### src/rtl/swallow_pkg.sv
package swallow_pkg;
    localparam int A_W   = 7;
    localparam int M_W   = 10;
    localparam int M_MIN = 8;

    typedef logic [A_W-1:0] a_t;
    typedef logic [M_W-1:0] m_t;

    typedef struct packed {
        a_t a;
        m_t m;
    } ratio_t;

    // Ratio is unusable when the main count is below its floor or not above the swallow count.
    function automatic logic ratio_bad(ratio_t r);
        return (r.m < m_t'(M_MIN)) || (r.m <= m_t'(r.a));
    endfunction
endpackage

### src/rtl/swallow_latch.sv
module swallow_latch
    import swallow_pkg::*;
(
    input  logic   clk,
    input  logic   rst,
    input  logic   upd,
    input  ratio_t in_r,
    output ratio_t next_r,
    output logic   bad
);
    ratio_t pend_q;
    logic   bad_q;

    always_ff @(posedge clk) begin
        if (rst || upd) begin
            pend_q <= in_r;
            bad_q  <= ratio_bad(in_r);
        end
    end

    // A strobe on the wrap edge is applied directly.
    assign next_r = upd ? in_r : pend_q;
    assign bad    = bad_q;
endmodule

### src/rtl/swallow_acnt.sv
module swallow_acnt #(
    parameter int W = 7
) (
    input  logic         clk,
    input  logic         rst,
    input  logic         load,
    input  logic [W-1:0] load_val,
    output logic         mc
);
    logic [W-1:0] cnt_q;

    always_ff @(posedge clk) begin
        if (rst || load) begin
            cnt_q <= load_val;
        end else if (cnt_q != '0) begin
            cnt_q <= cnt_q - 1'b1;
        end
    end

    assign mc = (cnt_q == '0);
endmodule

### src/rtl/swallow_mcnt.sv
module swallow_mcnt #(
    parameter int W = 10
) (
    input  logic         clk,
    input  logic         rst,
    input  logic [W-1:0] load_val,
    output logic         tc
);
    logic [W-1:0] cnt_q;

    always_ff @(posedge clk) begin
        if (rst || tc) begin
            cnt_q <= load_val - 1'b1;
        end else begin
            cnt_q <= cnt_q - 1'b1;
        end
    end

    assign tc = (cnt_q == '0);
endmodule

### src/rtl/swallow_counter.sv
module swallow_counter
    import swallow_pkg::*;
(
    input  logic           clk,
    input  logic           rst,
    input  logic           upd,
    input  logic [A_W-1:0] a_val,
    input  logic [M_W-1:0] m_val,
    output logic           mc,
    output logic           fv,
    output logic           err
);
    ratio_t in_r;
    ratio_t next_r;
    ratio_t reload_r;
    logic   tc;

    assign in_r.a = a_val;
    assign in_r.m = m_val;

    swallow_latch u_latch (
        .clk    (clk),
        .rst    (rst),
        .upd    (upd),
        .in_r   (in_r),
        .next_r (next_r),
        .bad    (err)
    );

    assign reload_r = rst ? in_r : next_r;

    swallow_mcnt #(.W(M_W)) u_mcnt (
        .clk      (clk),
        .rst      (rst),
        .load_val (reload_r.m),
        .tc       (tc)
    );

    swallow_acnt #(.W(A_W)) u_acnt (
        .clk      (clk),
        .rst      (rst),
        .load     (tc),
        .load_val (reload_r.a),
        .mc       (mc)
    );

    assign fv = tc;
endmodule

### config.mk
export PLATFORM = sky130hd
export DESIGN_NAME = swallow_counter
export DESIGN_NICKNAME = d
export VERILOG_FILES = /design/src/rtl/swallow_pkg.sv /design/src/rtl/swallow_latch.sv /design/src/rtl/swallow_acnt.sv /design/src/rtl/swallow_mcnt.sv /design/src/rtl/swallow_counter.sv
export SDC_FILE = /design/constraint.sdc
export NUM_CORES = 1
export LEC_CHECK = 0
export BUFFER_PORTS_ARGS = -buffer_cell sky130_fd_sc_hd__buf_4
export CAP_MARGIN = 10
export CELL_PAD_IN_SITES_DETAIL_PLACEMENT = 0
export CELL_PAD_IN_SITES_GLOBAL_PLACEMENT = 1
export CORE_UTILIZATION = 41
export CTS_CLUSTER_SIZE = 12
export DETAILED_ROUTE_END_ITERATION = 16
export GPL_TIMING_DRIVEN = 0
export PLACE_DENSITY_LB_ADDON = 0.25
export SYNTH_ARGS = -nofsm -noshare
export SYNTH_HDL_FRONTEND = slang
export SYNTH_SLANG_ARGS = --single-unit
### constraint.sdc
create_clock -name clk -period 3 [get_ports clk]
set_input_delay 0.3 -clock clk [delete_from_list [all_inputs] [get_ports clk]]
set_output_delay 0.3 -clock clk [all_outputs]
set_load 0.005 [all_outputs]
---- After elaboration in Yosys (flattened, before gate mapping) ----
Cells that the tools add are included.
word-level totals
  register bits after elaboration ......... 35
  bits in latches ......................... 0
  RAM bits ................................ 0
  ROM bits ................................ 0
  bits of input ports ..................... 20
  logic and storage cells ................. 22
  memories ................................ 0
operators by class
  add/subtract/negate cells ............... 3
  multiply operators ...................... 0
  divide/modulo/power cells ............... 0
  order comparisons ....................... 2
  eq/ne operators ......................... 0
  shifts and indexed selects .............. 0
  muxes and demuxes ....................... 5
  bitwise gates (word level) .............. 0
  reductions and logical operators ........ 7
operator list
  kind                                                         number
  two-way mux 17 bit                                           2
  subtractor 10 x 1 -> 10 bit, second input constant           2
  two-way mux 7 bit                                            2
  <= comparator 10 x 7 -> 1 bit                                1
  zero test 10 bit                                             1
  less-than comparator 10 x 4 -> 1 bit, second input constant  1
  two-way mux 10 bit                                           1
  zero test 7 bit                                              1
  nonzero test 7 bit                                           1
  subtractor 7 x 1 -> 7 bit, second input constant             1
  logical OR 1 bit                                             3
  nonzero test 2 bit                                           1

---- Depth between registers and ports, before layout ----
Gate-level depths: netlist (run 1).
  depth in word-level cells ............... 4
  mapped depth ............................ 11
  depth with buffers taken out ............ 10

---- Hierarchy ----
Synthesis (run 1) repeated with hierarchy kept, for this count alone.
unflattened totals
  cell total of the unflattened synthesis .. 206
  area, all modules ....................... 2353.5 µm²
by module, submodules not included
  module           times used  cells an instance  area each (µm²)
  swallow_latch    1           64                 950.9
  swallow_mcnt     1           79                 705.7
  swallow_acnt     1           44                 436.7
  swallow_counter  1           19                 260.2

---- Worst setup path after synthesis (run 1) ----
Ideal clock, no wire load.
  path type ............................... flip-flop to flip-flop
  start point ............................. reg u_mcnt.cnt_q[3]
  end point ............................... reg u_mcnt.cnt_q[6]
  setup time .............................. 0.122 ns
  arrival time ............................ 2.008 ns
  required time ........................... 2.878 ns
  setup slack ............................. 0.870 ns
  cell stages (with the launch flop) ...... 11
  buffers on the path ..................... 1
  cell sequence ........................... dfxtp_1 -> nor4_2 -> a31oi_1 -> clkbuf_1 -> a21oi_1 -> a21oi_1 -> ha_1 -> o211ai_1 -> nor4_1 -> xnor2_1 -> mux2i_1
between the ends
  longest elaborated chain between the ends .. 3
  elaborated cells on any way between the ends .. 4
RTL lines
  item                                                                 RTL line            text
  from (decl)                                                          swallow_mcnt.sv:9   logic [W-1:0] cnt_q;
  from (signal assigned)                                               swallow_mcnt.sv:13  cnt_q <= load_val - 1'b1;
  from (signal assigned)                                               swallow_mcnt.sv:15  cnt_q <= cnt_q - 1'b1;
  branches (longest 2 deep; another with subtractor 10 x 1 -> 10 bit)  --
  two-way mux 10 bit (*)                                               swallow_mcnt.sv:12  if (rst || tc) begin
Every way passes the cells marked *.
A chain may end at the register's enable or synchronous reset.

---- Worst setup path in the final report (run 1) ----
Ends and elaborated chain as after synthesis.

==> impl_metrics.py, run 1 <==
metrics = {
    "status": {
        "outcome": "finished, final reports clean",
    },
    "worst_setup_path": {
        "cpMaxStageDelayCell": "dfxtp_1",
        "critical_path_class": "register to register",
        "crit_top_cell": "a21oi_1",
        "cp_max_fo": 10,
        "critPathTopFamily": "compound AO/OA/AOI/OAI gates",
        "cp.arrival_ps": 2730,
        "crit_chain": "nor4_2, a31oi_1, clkbuf_2, a21oi_1, a21oi_1, ha_1, o211ai_1, nor4_1, xnor2_1, mux2i_1",
        "crit_path_start_kind": "register",
        "endpoint_kind": "register",
        "slowest_delay_ps": 440,
        "worst_ep_required_time_ps": 3170,
        "crit_buf_inv": 1,
    },
    "floorplanning": {
        "die_w_um": 71.6,
        "core_area_sq_um": 4500,
        "die-area_sq_um": 5120,
        "die_h_um": 71.6,
        "ioPinCount": 23,
        "rows": 24,
        "start_util_pct": 44.0,
    },
    "cts": {
        "cts_root_buf": "clkbuf_8",
        "insertion_delay_ps": 280,
        "clk_path_buf_depth": 2,
        "tritoncts": "done",
        "cts_sinks": 35,
        "numCtsBuffers": 5,
        "clk_pin_slew_ps": 70,
        "post-cts-setup-buffers": 0,
        "h-tree-depth": 2,
    },
    "power_and_ir_drop": {
        "power_per_cell_area_nw_per_um2": 528,
        "p_leak_nw": 0.964,
        "switching_power_uw": 341,
        "clock_power_share_pct": 26.1,
        "p_int_uw": 869,
        "power.total_mw": 1.21,
        "swShare_pct": 28.1,
        "seq_power_share_pct": 53.6,
        "ir_worst_vdd_uv": 317,
        "pwr-share-comb_pct": 20.3,
    },
    "global_routing": {
        "antenna_found_initial": 0,
        "grt_pass1_vias": 1422,
        "grt_max_degree": 28,
        "grt-ovfl-total": 0,
        "track_usage_pct": 17.3,
        "grt_pass1_wl_um": 6690,
    },
    "synthesis": {
        "ys_warn_count": 0,
        "synth-main-ff-cell": "edfxtp_1",
        "synth_area_sq_um": 1980,
        "netlist.area_leader.share_pct": 37.9,
        "synth_top_area_cell": "edfxtp_1",
        "syn_inst": 187,
        "synth_edf_count": 25,
        "async_flop_share_pct": 0,
        "synth_area_leaders": "edfxtp_1 38%, dfxtp_1 10%, ha_1 6.3%, mux2i_1 5.6%, nand2_1 3.8%",
        "synth_cell_types": 46,
        "yosysSeqAreaShare_pct": 47.9,
        "syn_avg_cell_area_sq_um": 10.6,
        "synth_commonest_cells": "25 x edfxtp_1, 20 x nand2_1, 14 x a21oi_1",
        "yosysMostFrequentCell": "edfxtp_1",
        "syn_nets": 217,
        "ys_ff_latch": 35,
    },
    "place": {
        "portBuffers": 22,
        "place_hpwl_um": 3120,
        "pre_cts_slack_ps": 271,
        "gp_congestion": 0.801,
        "dpl.cell_count": 261,
    },
    "drt": {
        "drtAntennaViolNets": 0,
        "wl_met1_um": 2070,
        "wl_met3_um": 178,
        "drc": 0,
        "wl_met2_um": 1710,
        "vias_per_cell": 5.46,
        "vias": 1464,
        "route.top_layer_used": "met4",
        "initialDrtViolationCount": 118,
        "dr.pass1.iters": 4,
        "wl_per_cell_um": 15.0,
        "wl_um": 4010,
    },
    "timing": {
        "hold_violations": 0,
        "slew-limit-headroom_pct": 58.1,
        "final.setup.tns_ps": 0,
        "setup_violations": 0,
        "fin_ws_ps": 437,
        "fin_crit_sh_pct": 85.4,
        "worstMarginPinSlew_ps": 629,
        "fmax_mhz": 390,
        "fin_worst_skew_ps": 2.33,
        "rsz0062_at_grt": "no",
        "period_minus_slack_ps": 2560,
        "drv_slew": 0,
    },
    "layout": {
        "diodes": 0,
        "syn_to_final_growth_pct": 15.5,
        "fillers": 413,
        "fin_util_pct": 50.9,
        "stdcell_count": 268,
        "layout-drive-gt1-share_pct": 19.4,
        "final_nets": 246,
    },
    "hold_path": {
        "min_path_type": "primary input to register",
    },
    "job": {
        "drv_cap": 0,
    },
}
## path summary, 6_finish.rpt
path	startpoint	slack (ps)	end	cells past startpoint
setup / recovery	u_mcnt.cnt_q[3]	440	u_mcnt.cnt_q[6]	10
hold / removal	a_val[1]	200	u_latch.pend_q[11]	1
setup reg to reg	u_mcnt.cnt_q[3]	440	u_mcnt.cnt_q[6]	10
hold reg to reg	u_mcnt.cnt_q[4]	580	u_mcnt.cnt_q[4]	2
## state kept, by name, summed over array words and instances (netlist names)
register	flops
u_acnt.cnt_q	7
u_latch.bad	1
u_latch.pend_q	17
u_mcnt.cnt_q	10
## placed cells by master, fill, tap and decap left out, types with 2 or more instances in the layout
cell and n:
nand2b_1 2, nor2_1 9, nor4_1 3, edfxtp_1 25, a21oi_1 14, clkbuf_8 5
nor2b_1 2, a31oi_1 3, dfxtp_1 10, and3_1 2, inv_1 13, clkbuf_1 3
o211ai_1 2, nand2_1 20, or3_1 3, mux2i_1 11, and2_1 2, nor3_1 4
buf_4 23, o21ai_0 9, ha_1 10, xnor2_1 6, or4_4 2, nor4_2 2
xor2_1 7, a211oi_1 2
## worst register-to-register path: stages (launching register included)
cell and delay (ps):
dfxtp_1 440, nor4_2 110, a31oi_1 360, clkbuf_2 330, a21oi_1 90, a21oi_1 130, ha_1 260, o211ai_1 200
nor4_1 280, xnor2_1 160, mux2i_1 80
## per-stage QoR
stage	cell area, sq um	hold WS [ps]
floorplan	1980	399
global placement	2210	490
detailed placement	2210	490
CTS	2290	193
global route	2290	191
finish	2290	201
## power groups by stage
stage	logic [mW]	registers (mW)	clock network, mW
after floorplan	0.176	0.643	0
after global placement	0.240	0.654	0
after detailed placement	0.245	0.658	0
after CTS	0.246	0.648	0.324
after global routing	0.278	0.656	0.346
final	0.246	0.648	0.316
## routing by layer
metal	track usage (%)	vias up
met3	4.36	5
met5	0	-
li1	-	741
met4	5.23	0
met1	25.1	679
met2	25.4	39
## what timing repair did
item / in CTS / in global routing
hold buffers: 0 / 0
resized for setup: 0 / 2
endpoints found under the setup margin: 0 / 1
## cells by family after synthesis
group                      after synthesis  share of synthesized area [%]
and+or+nand+nor                         57                           15.6
AOI/OAI and AO/OA                       41                           14.2
DFF                                     35                           47.9
buffers and inverters                   19                           3.85
xor gates and xnor gates                13                           5.74
muxes                                   12                           6.31
adders and majority gates               10                           6.31
## cell type report
class	instances	area, sq um	area share, %
repair buffers	22	165	7.21
flip-flops and latches	35	951	41.5
multi-input cells	133	956	41.7
well taps	52	65.1	2.84
plain buffers	5	25.0	1.09
inverters	14	52.6	2.29
clock buffers	7	76.3	3.33
(Power assumes the default switching activity.)
==> run 2, diff against run 1 <==
--- a/config.mk
+++ b/config.mk
@@ -5,6 +5,7 @@
 export SDC_FILE = /design/constraint.sdc
 export NUM_CORES = 1
 export LEC_CHECK = 0
+export ABC_AREA = 1
 export BUFFER_PORTS_ARGS = -buffer_cell sky130_fd_sc_hd__buf_4
 export CAP_MARGIN = 10
 export CELL_PAD_IN_SITES_DETAIL_PLACEMENT = 0
@@ -16,4 +17,5 @@
 export PLACE_DENSITY_LB_ADDON = 0.25
 export SYNTH_ARGS = -nofsm -noshare
 export SYNTH_HDL_FRONTEND = slang
+export SYNTH_HIERARCHICAL = 1
 export SYNTH_SLANG_ARGS = --single-unit
==> run 2 against run 1 <==
Against the previous run:
- clock skew increased by 5.3 ps
- area after synthesis increased by 26%
- clock power increased by 62%
- critical endpoint is now u_mcnt/cnt_q[6]
- highest routed layer unchanged
==> impl_metrics.py, run 2 <==
metrics = {
    "synthesis": {
        "synth_top_area_cell": "edfxtp_1",
        "syn_inst": 330,
        "ys_warn_count": 6,
        "synth-compound-area-share_pct": 6.51,
        "yosysMostFrequentCell": "nand2_1",
        "synth_fa_ha_area_share_pct": 5.01,
        "synth_top_family_by_area": "simple AND/OR/NAND/NOR gates",
        "synth_edf_count": 25,
        "synth-main-ff-cell": "edfxtp_1",
        "synth_area_leaders": "edfxtp_1 30%, nand2_1 20%, dfxtp_1 8.0%, inv_1 6.2%, ha_1 5.0%",
        "synth_cell_types": 29,
        "netlist.area_leader.share_pct": 30.0,
        "synthSimpleGateAreaFrac_pct": 36.6,
        "syn_nets": 360,
        "synth_area_sq_um": 2500,
        "ys_ff_latch": 35,
        "yosysSeqAreaShare_pct": 38.0,
        "synthMuxAreaShare_pct": 0,
        "async_flop_share_pct": 0,
        "synth_commonest_cells": "133 x nand2_1, 41 x inv_1, 25 x edfxtp_1",
        "syn_avg_cell_area_sq_um": 7.58,
        "synthXorXnorAreaFrac_pct": 1.75,
    },
    "worst_setup_path": {
        "crit_buf_inv": 3,
        "cp_max_fo": 10,
        "worst_ep_required_time_ps": 3220,
        "critical_path_class": "register to register",
        "rr_worst_depth": 12,
        "crit_path_start_kind": "register",
        "slowest_delay_ps": 310,
        "critPathTopFamily": "simple AND/OR/NAND/NOR gates",
        "cp.arrival_ps": 2060,
        "timing.rr.end": "u_mcnt/cnt_q[6]",
        "ff2ff_setup_slack_ps": 1160,
        "endpoint_kind": "register",
        "cpMaxStageDelayCell": "dfxtp_1",
        "crit_chain": "nor2_1, nand3_1, o21bai_2, buf_6, nand2_1, o21ai_2, inv_1, ha_1, inv_1, a21oi_1, nand2_1, xor2_1",
        "r2r_start": "u_mcnt/cnt_q[9]",
    },
    "global_routing": {
        "grt_pass1_wl_um": 8420,
        "antenna_found_initial": 0,
        "track_usage_pct": 17.7,
        "grt_pass1_vias": 1828,
        "grt-ovfl-total": 0,
        "grt_max_degree": 19,
    },
    "drt": {
        "drtAntennaViolNets": 0,
        "vias_per_cell": 4.59,
        "initialDrtViolationCount": 95,
        "dr.pass1.iters": 5,
        "drc": 0,
        "wl_met3_um": 145,
        "wl_um": 5150,
        "wl_met2_um": 2150,
        "route.top_layer_used": "met4",
        "wl_per_cell_um": 11.9,
        "wl_met1_um": 2780,
        "vias": 1992,
    },
    "power_and_ir_drop": {
        "power_per_cell_area_nw_per_um2": 531,
        "p_leak_nw": 1.44,
        "ir_worst_vdd_uv": 192,
    },
    "cts": {
        "tritoncts": "done",
        "cts_root_buf": "clkbuf_8",
        "clk_path_buf_depth": 2,
        "h-tree-depth": 2,
        "numCtsBuffers": 5,
        "ctsHoldBuffers": 0,
        "clk_pin_slew_ps": 80,
        "cts_resized": 0,
        "cts_sinks": 35,
        "insertion_delay_ps": 290,
        "post-cts-setup-buffers": 0,
    },
    "place": {
        "gp_congestion": 0.779,
        "portBuffers": 21,
        "pre_cts_slack_ps": 1200,
        "place_hpwl_um": 3930,
    },
    "timing": {
        "fin_ws_ps": 1160,
        "fin_worst_skew_ps": 7.66,
        "rsz0062_at_grt": "no",
        "worstMarginPinSlew_ps": 478,
        "period_minus_slack_ps": 1840,
        "final.setup.tns_ps": 0,
        "slew-limit-headroom_pct": 68.1,
        "fin_crit_sh_pct": 61.3,
        "setup_violations": 0,
        "fmax_mhz": 544,
        "drv_slew": 0,
        "hold_violations": 0,
        "hold_ws_ps": 199,
    },
    "hold_path": {
        "min_from": "a_val[3]",
        "min_to": "u_latch/pend_q[13]",
        "min_path_type": "primary input to register",
        "holdPathStages": 1,
    },
    "layout": {
        "final_nets": 388,
        "fillers": 604,
        "layout-drive-gt1-share_pct": 23.1,
        "register_area_sq_um": 951,
        "diodes": 0,
        "multi_input_area_sq_um": 1250,
        "final_common_cell": "nand2_1",
        "final_cell_mix": "133 x nand2_1, 41 x inv_1, 25 x edfxtp_1",
        "syn_to_final_growth_pct": 15.4,
        "largest_register": "u_latch/pend_q",
        "largest_register_ffs": 17,
        "reg_top3": "u_latch/pend_q x17, u_mcnt/cnt_q x10, u_acnt/cnt_q x7",
    },
    "floorplanning": {
        "ioPinCount": 23,
        "core_area_sq_um": 5890,
        "rows": 28,
        "die_h_um": 80.1,
        "die-area_sq_um": 6410,
        "start_util_pct": 42.5,
        "die_w_um": 80.1,
    },
    "status": {
        "outcome": "finished, final reports clean",
    },
    "job": {
        "drv_cap": 0,
    },
}
==> run 2: kinds of logic (layout without fill, tap and decap cells) <==
kind of cell,after synthesis,in the layout
AO/OA/AOI/OAI,23,23
XOR/XNOR,5,5
adder cells (fa/ha/maj),10,10
buffers and inverters,56,85
flip-flops,35,35
AND/OR/NAND/NOR,201,201
==> run 2: routing by layer <==
metal / global-route usage [%] / vias up
met1: 24.6 / 863
met4: 6.43 / 0
li1: - / 1091
met2: 27.6 / 31
met3: 2.50 / 7
met5: 0 / -
==> run 2: metrics by stage <==
step	power, mW	instances	cell area [sq um]	util, %
6_report	1.53	434	2880	49.0
5_1_grt	1.63	434	2880	49.0
4_1_cts	1.55	434	2880	49.0
3_5_place_dp	1.03	426	2750	46.7
3_3_place_gp	1.03	426	2750	46.7
2_1_floorplan	0.932	330	2500	-
==> run 2: worst max-delay path by stage <==
| stage | cells after the start | startpoint | endpoint |
|---|---|---|---|
| 2_1_floorplan | 12 | u_mcnt/cnt_q[1] | u_mcnt/cnt_q[8] |
| 3_3_place_gp | 15 | upd | u_mcnt/cnt_q[6] |
| 3_5_place_dp | 12 | u_mcnt/cnt_q[8] | u_mcnt/cnt_q[8] |
| 4_1_cts | 12 | u_mcnt/cnt_q[8] | u_mcnt/cnt_q[8] |
| 5_1_grt | 12 | u_mcnt/cnt_q[9] | u_mcnt/cnt_q[6] |
| 6_report | 12 | u_mcnt/cnt_q[9] | u_mcnt/cnt_q[6] |
==> run 2: area by class of cell <==
cell class / instances / share of cell area [%]
Inverter: 49 / 6.90
Timing Repair Buffer: 21 / 5.47
Tap cell: 75 / 3.25
Clock inverter: 2 / 2.08
Sequential cell: 35 / 33.0
Multi-Input combinational cell: 239 / 43.3
Clock buffer: 6 / 2.52
Buffer: 7 / 3.56
==> run 2: power breakdown <==
part | internal (mW) | total (mW) | switching, mW
combinational | 0.150 | 0.378 | 0.228
clock | 0.332 | 0.511 | 0.179
sequential | 0.599 | 0.641 | 0.0414
total | 1.08 | 1.53 | 0.448
==> run 3, diff against run 2 <==
--- a/config.mk
+++ b/config.mk
@@ -10,7 +10,7 @@
 export CAP_MARGIN = 10
 export CELL_PAD_IN_SITES_DETAIL_PLACEMENT = 0
 export CELL_PAD_IN_SITES_GLOBAL_PLACEMENT = 1
-export CORE_UTILIZATION = 41
+export CORE_UTILIZATION = 40
 export CTS_CLUSTER_SIZE = 12
 export DETAILED_ROUTE_END_ITERATION = 16
 export GPL_TIMING_DRIVEN = 0
==> constraint.sdc (replaced) <==
create_clock -name clk -period 1.47 [get_ports clk]
set_input_delay 0.147 -clock clk [delete_from_list [all_inputs] [get_ports clk]]
set_output_delay 0.147 -clock clk [all_outputs]
set_load 0.005 [all_outputs]
==> run 3 against run 2 <==
Against the previous run:
- wire length increased by 9.7%
- sequential share of layout area is 2.6 points lower
- final area rose by 9.7%
- the flow now finishes with violations (negative setup slack)
==> impl_metrics.py, run 3 (same netlist as run 2, synthesis figures left out) <==
metrics = {
    "drt": {
        "drc": 0,
        "initialDrtViolationCount": 57,
        "vias": 2084,
        "dr.pass1.iters": 4,
        "vias_per_cell": 4.64,
        "wl_per_cell_um": 12.6,
        "drtAntennaViolNets": 0,
        "wl_um": 5650,
    },
    "worst_setup_path": {
        "crit_path_start_kind": "register",
        "critical_path_class": "register to register",
        "endpoint_kind": "register",
        "cp_max_fo": 3,
        "cp.arrival_ps": 1810,
        "rr_worst_depth": 10,
        "worst_ep_required_time_ps": 1660,
    },
    "timing": {
        "worstMarginPinSlew_ps": 481,
        "rsz0062_at_grt": "yes",
        "hold_violations": 0,
        "drv_slew": 0,
        "fin_worst_skew_ps": 11.5,
        "setup_violations": 9,
        "slew-limit-headroom_pct": 67.9,
        "period_minus_slack_ps": 1620,
        "fin_crit_sh_pct": 110,
        "fmax_mhz": 617,
        "fin_ws_ps": -150,
    },
    "global_routing": {
        "antenna_found_initial": 0,
        "track_usage_pct": 18.7,
        "grt_pass1_vias": 1984,
        "grt_pass1_wl_um": 9130,
        "grt-ovfl-total": 0,
        "grt_max_degree": 19,
    },
    "cts": {
        "insertion_delay_ps": 300,
        "clk_path_buf_depth": 2,
        "cts_sinks": 35,
        "clk_pin_slew_ps": 80,
        "h-tree-depth": 2,
        "cts_root_buf": "clkbuf_8",
        "numCtsBuffers": 5,
        "tritoncts": "done",
        "ctsHoldBuffers": 0,
    },
    "layout": {
        "largest_register": "u_latch/pend_q",
        "final_common_cell": "nand2_1",
        "reg_top3": "u_latch/pend_q x17, u_mcnt/cnt_q x10, u_acnt/cnt_q x7",
        "diodes": 0,
        "final_nets": 403,
        "syn_to_final_growth_pct": 26.6,
        "fin_util_pct": 52.8,
        "largest_register_ffs": 17,
        "final_cell_mix": "123 x nand2_1, 34 x inv_1, 33 x buf_4",
        "stdcell_count": 449,
        "layout-drive-gt1-share_pct": 37.4,
        "fin_area_sq_um": 3160,
    },
    "floorplanning": {
        "die_h_um": 81.1,
        "ioPinCount": 23,
        "die-area_sq_um": 6570,
        "start_util_pct": 41.7,
        "core_area_sq_um": 5990,
        "rows": 28,
        "die_w_um": 81.1,
    },
    "power_and_ir_drop": {
        "p_leak_nw": 1.55,
        "swShare_pct": 32.7,
        "power_per_cell_area_nw_per_um2": 1030,
        "ir_worst_vdd_uv": 500,
        "p_int_mw": 2.19,
        "power.total_mw": 3.26,
        "pwr-share-comb_pct": 31.4,
        "clock_power_share_pct": 27.3,
        "seq_power_share_pct": 41.2,
        "switching_power_mw": 1.06,
    },
    "status": {
        "outcome": "finished, violations left",
        "violations": "negative setup slack",
    },
    "place": {
        "pre_cts_slack_ps": -258,
        "dpl.cell_count": 426,
        "postPlaceCellArea_sq_um": 2760,
        "portBuffers": 21,
        "gp_congestion": 0.737,
        "place_hpwl_um": 4030,
    },
    "job": {
        "drv_cap": 0,
    },
    "hold_path": {
        "min_path_type": "primary input to register",
        "holdPathStages": 1,
    },
}
## run 3: cell type report
type / count / area (sq um)
buffer: 7 / 103
multi-input combinational: 239 / 1410
timing repair inverter: 1 / 7.51
tap: 75 / 93.8
inverter: 49 / 206
clock inverter: 3 / 43.8
clock buffer: 5 / 68.8
sequential: 35 / 962
timing repair buffer: 35 / 270
fill: 601 / 2830
## run 3: metal layers
metal	up-vias	share of wire [%]	routed length, um	GRT usage, %
li1	1115	-	-	-
met1	934	46	2580	23.5
met2	27	50	2820	32.4
met3	8	2.7	152	3.37
met4	0	1.8	101	6.07
met5	-	0	0	0
## run 3: power by group through the flow
| stage | Clock [mW] | Combinational (mW) | Sequential [mW] |
|---|---|---|---|
| 5_1_grt | 0.948 | 1.15 | 1.36 |
| 4_1_cts | 0.920 | 0.855 | 1.33 |
| 6_report | 0.891 | 1.02 | 1.34 |
| 3_5_place_dp | 0 | 0.788 | 1.33 |
| 2_1_floorplan | 0 | 0.594 | 1.31 |
| 3_3_place_gp | 0 | 0.775 | 1.33 |
## run 3: critical path: stages, from the launching register on
cell      delay, ps
dfxtp_2         340
nor2_4          130
nand3_2         110
o21bai_4        180
nand2_1          80
nand2_2         120
ha_4            180
inv_4            40
a21oi_2         110
nand2_1          70
xor2_1          150
## run 3: timing repair
item                                    in CTS  in global routing
gates resized for setup                     23                 36
endpoints found under the setup margin      22                 25
cloned                                       0                  1
pin swaps                                   11                 11
endpoints found under the hold margin        0                  0
buffers inserted                             5                  9
## run 3: stage by stage
step / hold WS, ps / setup TNS, ps
3_5_place_dp: 346 / -2350
2_1_floorplan: 246 / -195
5_1_grt: 31.6 / -1920
3_3_place_gp: 346 / -2450
6_report: 41.7 / -951
4_1_cts: 32.0 / -581
## run 3: worst paths after layout
kind | start | to | slack, ps
setup reg to reg | u_mcnt/cnt_q[9] | u_mcnt/cnt_q[6] | -150
setup / recovery | u_mcnt/cnt_q[9] | u_mcnt/cnt_q[6] | -150
hold / removal | a_val[1] | u_latch/pend_q[11] | 40
hold reg to reg | u_mcnt/cnt_q[8] | u_mcnt/cnt_q[8] | 640
